===== config.mk =====
export PLATFORM = sky130hd
export DESIGN_NAME = arb_tree32
export DESIGN_NICKNAME = d
export VERILOG_FILES = /design/src/rtl/arb_tree_pkg.sv /design/src/rtl/arb_state_ctr.sv /design/src/rtl/arb_rot4.sv /design/src/rtl/arb_rot2.sv /design/src/rtl/arb_tree32.sv
export SDC_FILE = /design/constraint.sdc
export NUM_CORES = 1
export LEC_CHECK = 0
export BUFFER_PORTS_ARGS = -buffer_cell sky130_fd_sc_hd__buf_2
export CORE_MARGIN = 2
export CORE_UTILIZATION = 45
export DETAILED_ROUTE_END_ITERATION = 12
export PLACE_DENSITY = 0.75
export SETUP_SLACK_MARGIN = 0.15
export SKIP_LAST_GASP = 1
export SYNTH_ARGS = -nofsm -noshare
export SYNTH_HDL_FRONTEND = slang
export SYNTH_SLANG_ARGS = --single-unit

===== constraint.sdc =====
create_clock -name clk -period 3.4 [get_ports clk]
set_input_delay 0.85 -clock clk [delete_from_list [all_inputs] [get_ports clk]]
set_output_delay 0.85 -clock clk [all_outputs]
set_load 0.03 [all_outputs]

===== src/rtl/arb_tree_pkg.sv =====
package arb_tree_pkg;
    localparam int GRP_SIZE = 4;
    localparam int N_GRP    = 8;
    localparam int N_HALF   = 2;
    localparam int GRP_PER_HALF = N_GRP / N_HALF;
    localparam int N_DEV    = GRP_SIZE * N_GRP;
    localparam int SEL4_W   = $clog2(GRP_SIZE);
    localparam int CTR_W    = 2 * SEL4_W + $clog2(N_HALF);

    typedef struct packed {
        logic [CTR_W-1:0] cnt;
        logic             seen;
    } ctr_state_t;

    typedef struct packed {
        logic [N_DEV-1:0] ack;
    } ack_state_t;
endpackage


===== src/rtl/arb_state_ctr.sv =====
module arb_state_ctr
    import arb_tree_pkg::*;
#(
    parameter bit ORDER_442 = 1'b0
) (
    input  logic              clk,
    input  logic              rst_n,
    output logic [SEL4_W-1:0] sel_l1_o,
    output logic [SEL4_W-1:0] sel_l2_o,
    output logic              sel_l3_o
);
    ctr_state_t st_d, st_q;

    always_comb begin
        st_d      = st_q;
        st_d.cnt  = st_q.cnt + 1'b1;
        st_d.seen = 1'b1;
    end

    always_ff @(posedge clk or negedge rst_n) begin
        if (!rst_n) st_q <= '0;
        else        st_q <= st_d;
    end

    generate
        if (ORDER_442) begin : g_ord442
            assign sel_l1_o = st_q.cnt[SEL4_W-1:0];
            assign sel_l2_o = st_q.cnt[2*SEL4_W-1:SEL4_W];
            assign sel_l3_o = st_q.cnt[CTR_W-1];
        end else begin : g_ord244
            assign sel_l3_o = st_q.cnt[0];
            assign sel_l2_o = st_q.cnt[SEL4_W:1];
            assign sel_l1_o = st_q.cnt[CTR_W-1:SEL4_W+1];
        end
    endgenerate

    // counter steps by one per cycle, wrapping naturally
    a_r7_count_step: assert property (@(posedge clk) disable iff (!rst_n)
        st_q.seen |-> (st_q.cnt == $past(st_q.cnt) + 1'b1));

    // counter is zero while reset holds
    a_r1_ctr_reset: assert property (@(posedge clk)
        !rst_n |-> (st_q.cnt == '0));
endmodule


===== src/rtl/arb_rot4.sv =====
module arb_rot4
    import arb_tree_pkg::*;
(
    input  logic [GRP_SIZE-1:0] req_i,
    input  logic [SEL4_W-1:0]   sel_i,
    output logic [GRP_SIZE-1:0] gnt_o,
    output logic                any_o
);
    always_comb begin
        logic             found;
        logic [SEL4_W-1:0] idx;
        gnt_o = '0;
        found = 1'b0;
        for (int rk = 0; rk < GRP_SIZE; rk++) begin
            idx = sel_i - SEL4_W'(rk);
            if (!found && req_i[idx]) begin
                gnt_o[idx] = 1'b1;
                found      = 1'b1;
            end
        end
        any_o = |req_i;
    end
endmodule


===== src/rtl/arb_rot2.sv =====
module arb_rot2 (
    input  logic [1:0] req_i,
    input  logic       sel_i,
    output logic [1:0] gnt_o
);
    always_comb begin
        gnt_o = 2'b00;
        if (req_i[sel_i])       gnt_o[sel_i]  = 1'b1;
        else if (req_i[!sel_i]) gnt_o[!sel_i] = 1'b1;
    end
endmodule


===== src/rtl/arb_tree32.sv =====
module arb_tree32
    import arb_tree_pkg::*;
#(
    parameter bit ORDER_442 = 1'b0
) (
    input  logic             clk,
    input  logic             rst_n,
    input  logic [N_DEV-1:0] req_i,
    output logic [N_DEV-1:0] ack_o
);
    logic [SEL4_W-1:0]   sel_l1, sel_l2;
    logic                sel_l3;
    logic [GRP_SIZE-1:0] l1_gnt [N_GRP];
    logic [N_GRP-1:0]    grp_any;
    logic [GRP_SIZE-1:0] l2_gnt [N_HALF];
    logic [N_HALF-1:0]   half_any;
    logic [1:0]          l3_gnt;

    arb_state_ctr #(.ORDER_442(ORDER_442)) u_ctr (
        .clk      (clk),
        .rst_n    (rst_n),
        .sel_l1_o (sel_l1),
        .sel_l2_o (sel_l2),
        .sel_l3_o (sel_l3)
    );

    for (genvar g = 0; g < N_GRP; g++) begin : g_l1
        arb_rot4 u_cell (
            .req_i (req_i[g*GRP_SIZE +: GRP_SIZE]),
            .sel_i (sel_l1),
            .gnt_o (l1_gnt[g]),
            .any_o (grp_any[g])
        );
    end

    for (genvar h = 0; h < N_HALF; h++) begin : g_l2
        arb_rot4 u_cell (
            .req_i (grp_any[h*GRP_PER_HALF +: GRP_PER_HALF]),
            .sel_i (sel_l2),
            .gnt_o (l2_gnt[h]),
            .any_o (half_any[h])
        );
    end

    arb_rot2 u_top (
        .req_i (half_any),
        .sel_i (sel_l3),
        .gnt_o (l3_gnt)
    );

    ack_state_t ack_d, ack_q;

    always_comb begin
        ack_d = '0;
        for (int d = 0; d < N_DEV; d++) begin
            ack_d.ack[d] = l1_gnt[d / GRP_SIZE][d % GRP_SIZE]
                         & l2_gnt[d / (GRP_SIZE*GRP_PER_HALF)][(d / GRP_SIZE) % GRP_PER_HALF]
                         & l3_gnt[d / (GRP_SIZE*GRP_PER_HALF)];
        end
    end

    always_ff @(posedge clk or negedge rst_n) begin
        if (!rst_n) ack_q <= '0;
        else        ack_q <= ack_d;
    end

    assign ack_o = ack_q.ack;

    // no acknowledge during reset
    a_r1_reset_quiet: assert property (@(posedge clk)
        !rst_n |-> (ack_o == '0));

    // never more than one acknowledge
    a_r3_single_ack: assert property (@(posedge clk) disable iff (!rst_n)
        $onehot0(ack_o));

    // some request implies a grant on the next cycle
    a_r3_no_idle_slot: assert property (@(posedge clk) disable iff (!rst_n)
        (|req_i) |=> (|ack_o));

    // only a device that requested can be acknowledged
    a_r2_ack_needs_req: assert property (@(posedge clk) disable iff (!rst_n)
        (ack_o & ~$past(req_i)) == '0);
endmodule


==> impl_metrics.yaml <==
worst_hold_path:
  hp-start: "u_ctr.sel_l3_o$_DFF_PN0_"
  hold_path_class: "reg2reg"
yosys:
  syn_nets: 431
  synthArstFlopShare_pct: 100
  synthCells: 382
  syn_area_um2: 3820
  syn_area_per_cell_um2: 10.0
  synth_adder_area_share_pct: 4.91
  synth_edf_count: 0
  muxShareOfSynthArea_pct: 25.2
  synth_top_family_by_area: "multiplexers"
  synth-seq-area-share_pct: 24.2
  synth_common_cells: "72 x nor2_1, 37 x dfrtp_1, 37 x mux4_2, 36 x a22oi_1, 32 x a221oi_1"
  yosysTopAreaCell: "dfrtp_1"
  synth_flop_cell: "dfrtp_1"
  yosysMostFrequentCell: "nor2_1"
  synth_top_area_share_pct: 24.2
  ys_types: 34
  yosys.area_share.simple_pct: 18.3
  synth-xor-area-share_pct: 0.688
  synth_compound_area_share_pct: 20.8
  synth_area_leaders: "dfrtp_1 24%, mux4_2 22%, a221oi_1 7.3%"
  ys_warn_count: 0
  ys_seq_elements: 37
power:
  peakVddDrop_mv: 0.117
  p_comb_share_pct: 20.0
  power_density_nw_per_um2: 219
  pwr-share-seq_pct: 47.2
  power_switching_share_pct: 29.6
  switchingPower_mw: 0.277
  p_int_mw: 0.660
  p_clk_share_pct: 32.8
  p_leak_nw: 1.75
timing:
  fin_crit_ns: 2.94
  worstMarginPinSlew_ns: 0.889
  fin_skew_ns: 0.0139
  tns_ns: 0
  layout_setup_ws_ns: 0.458
  setup_viol: 0
  slew_viol_final: 0
  whs_ns: 0.542
  rsz0062_at_grt: "false"
  hold_violations: 0
  timing.final.crit_share_pct: 86.5
  relSlewSlack_pct: 40.7
  fmax_mhz: 340
grt:
  grt_pass1_vias: 3022
  antenna_found_initial: 0
  grt_pass1_wl_mm: 16.1
  overflow: 0
  grt_max_degree: 38
  gr-usage-all-layers_pct: 22.6
drt:
  ant_nets: 0
  firstDrtPassIters: 5
  via_count: 3604
  initialDrtViolationCount: 451
  wire_per_inst_um: 18.9
  routed_wirelength_mm: 10.2
  drcViolationCount: 0
  routed_via_density: 6.66
clock_network:
  cts_made_buffers: 5
  cts.sinks: 37
  clkTransAtPathRegs_ns: 0.07
  clock_latency_ns: 0.30
  h-tree-depth: 2
  cts_tree: "built"
  cts_setup_buffers: 0
  cts_buffer_depth: 2
  root_buffer: "clkbuf_8"
floorplanning:
  die_h_um: 96.1
  start_util_pct: 46.5
  core_um2: 8220
  dieArea_um2: 9240
  fp.dieW_um: 96.1
  rows: 33
  ios: 66
worst_setup_path:
  crit_start: "u_ctr.sel_l2_o[1]$_DFF_PN0_"
  cp_common_cell: "mux2i_1"
  path_cells: "inv_1 -> ha_1 -> and2_1 -> a22oi_1 -> nand3_1 -> mux2i_1 -> mux2i_1 -> a2111oi_2"
  cp_data_required_time_ns: 3.54
  critPathMaxFanout: 8
  r2r-start: "u_ctr.sel_l2_o[1]$_DFF_PN0_"
  slowest_delay_ns: 0.54
  critPathKind: "reg2reg"
  crit_slowest_cell: "dfrtp_1"
  startpoint_type: "register"
  critPathArrivalTime_ns: 3.09
  end_kind: "register"
finish:
  fin_util_pct: 52.1
  drive_above_1_share_pct: 30.7
  stdcell_count: 541
  area_growth_pct: 12.1
  antenna_cells: 0
  nFillCells: 766
  seq_area_um2: 927
  multi_input_comb_area_um2: 2670
  fin_nets: 484
placement:
  port-buffer-count: 65
  gp_congestion: 0.968
  dp_slack_ns: 0.239
  dp_cells: 533
  hpwl_mm: 7.73
run:
  maxCapViolCount: 0
outcome:
  outcome: "finished, final reports clean"
state kept, by name, summed over array words and instances, names as in the netlist:
signal / count
u_ctr.sel_l1_o: 2
u_ctr.sel_l2_o: 2
ack_o: 32
u_ctr.sel_l3_o: 1
worst max-delay path: cells and delay by family, from the launching register on:
kind	cells	cell delay, ns
adder cells (fa/ha/maj)	1	0.41
AO/OA/AOI/OAI	2	0.85
buffers and inverters	1	0.23
AND/OR/NAND/NOR	2	0.36
multiplexers	2	0.41
flip-flops	1	0.54
area by class of cell:
class	count	area share [%]
Multi-Input combinational cell	297	62.4
Sequential cell	37	21.7
Timing Repair Buffer	74	9.18
Tap cell	105	3.07
Inverter	20	1.75
Clock buffer	6	1.69
Clock inverter	2	0.234
power by group through the flow:
stage | Combinational, mW | Clock (mW) | Sequential (mW)
2_1_floorplan | 0.106 | 0 | 0.458
4_1_cts | 0.185 | 0.313 | 0.443
6_report | 0.187 | 0.307 | 0.443
5_1_grt | 0.202 | 0.331 | 0.443
3_3_place_gp | 0.178 | 0 | 0.452
3_5_place_dp | 0.185 | 0 | 0.452
timing repair:
item | 4_1_cts | 5_1_grt
resized for setup | 0 | 1
endpoints found under the setup margin | 0 | 1
hold buffers | 0 | 0
endpoints found under the hold margin | 0 | 0
layer usage:
metal / global-route usage, % / part of all wire, % / vias to the layer above
li1: - / - / 1627
met1: 34.5 / 44 / 1744
met2: 32.9 / 45 / 213
met3: 3.13 / 8.8 / 20
met4: 7.14 / 2.4 / 0
met5: 0 / 0 / -
layout by cell type (no fill, tap or decap), drive strengths merged, types with 5 or more instances in the layout:
cell     Yosys  layout
buf         14      74
nor2        72      72
mux4        37      37
dfrtp       37      37
a22oi       36      36
a221oi      32      32
inv         20      20
nor4        17      17
ha          15      15
mux2i       13      13
a21oi       10      10
nand3        9       9
o21ai        9       9
nor2b        8       8
a2111oi      8       8
nand2        6       6
clkbuf      14       6
nand4        5       5
path summary, 6_finish.rpt:
path | to | slack [ns] | cells past startpoint
max in group asynchronous | u_ctr.sel_l1_o[0]$_DFF_PN0_ | 2.20 | 1
setup reg to reg | ack_o[25]$_DFF_PN0_ | 0.46 | 8
hold / removal | u_ctr.sel_l3_o$_DFF_PN0_ | 0.54 | 1
hold reg to reg | u_ctr.sel_l3_o$_DFF_PN0_ | 0.54 | 1
setup / recovery | ack_o[25]$_DFF_PN0_ | 0.46 | 8
min in group asynchronous | u_ctr.sel_l2_o[0]$_DFF_PN0_ | 0.63 | 1
metrics by stage:
step / power (mW) / area, µm²
floorplan: 0.564 / 3820
global placement: 0.630 / 4200
detailed placement: 0.636 / 4200
CTS: 0.941 / 4280
global route: 0.975 / 4280
finish: 0.938 / 4280
logic make-up (layout without fill, tap and decap cells):
logic type | count (synthesis) | in the layout
XOR/XNOR | 3 | 3
AO/OA/AOI/OAI | 100 | 100
multiplexers | 50 | 50
adder cells (fa/ha/maj) | 15 | 15
flip-flops | 37 | 37
AND/OR/NAND/NOR | 129 | 129
buffers and inverters | 48 | 102
Note: power is estimated with default switching activity, not from simulation.
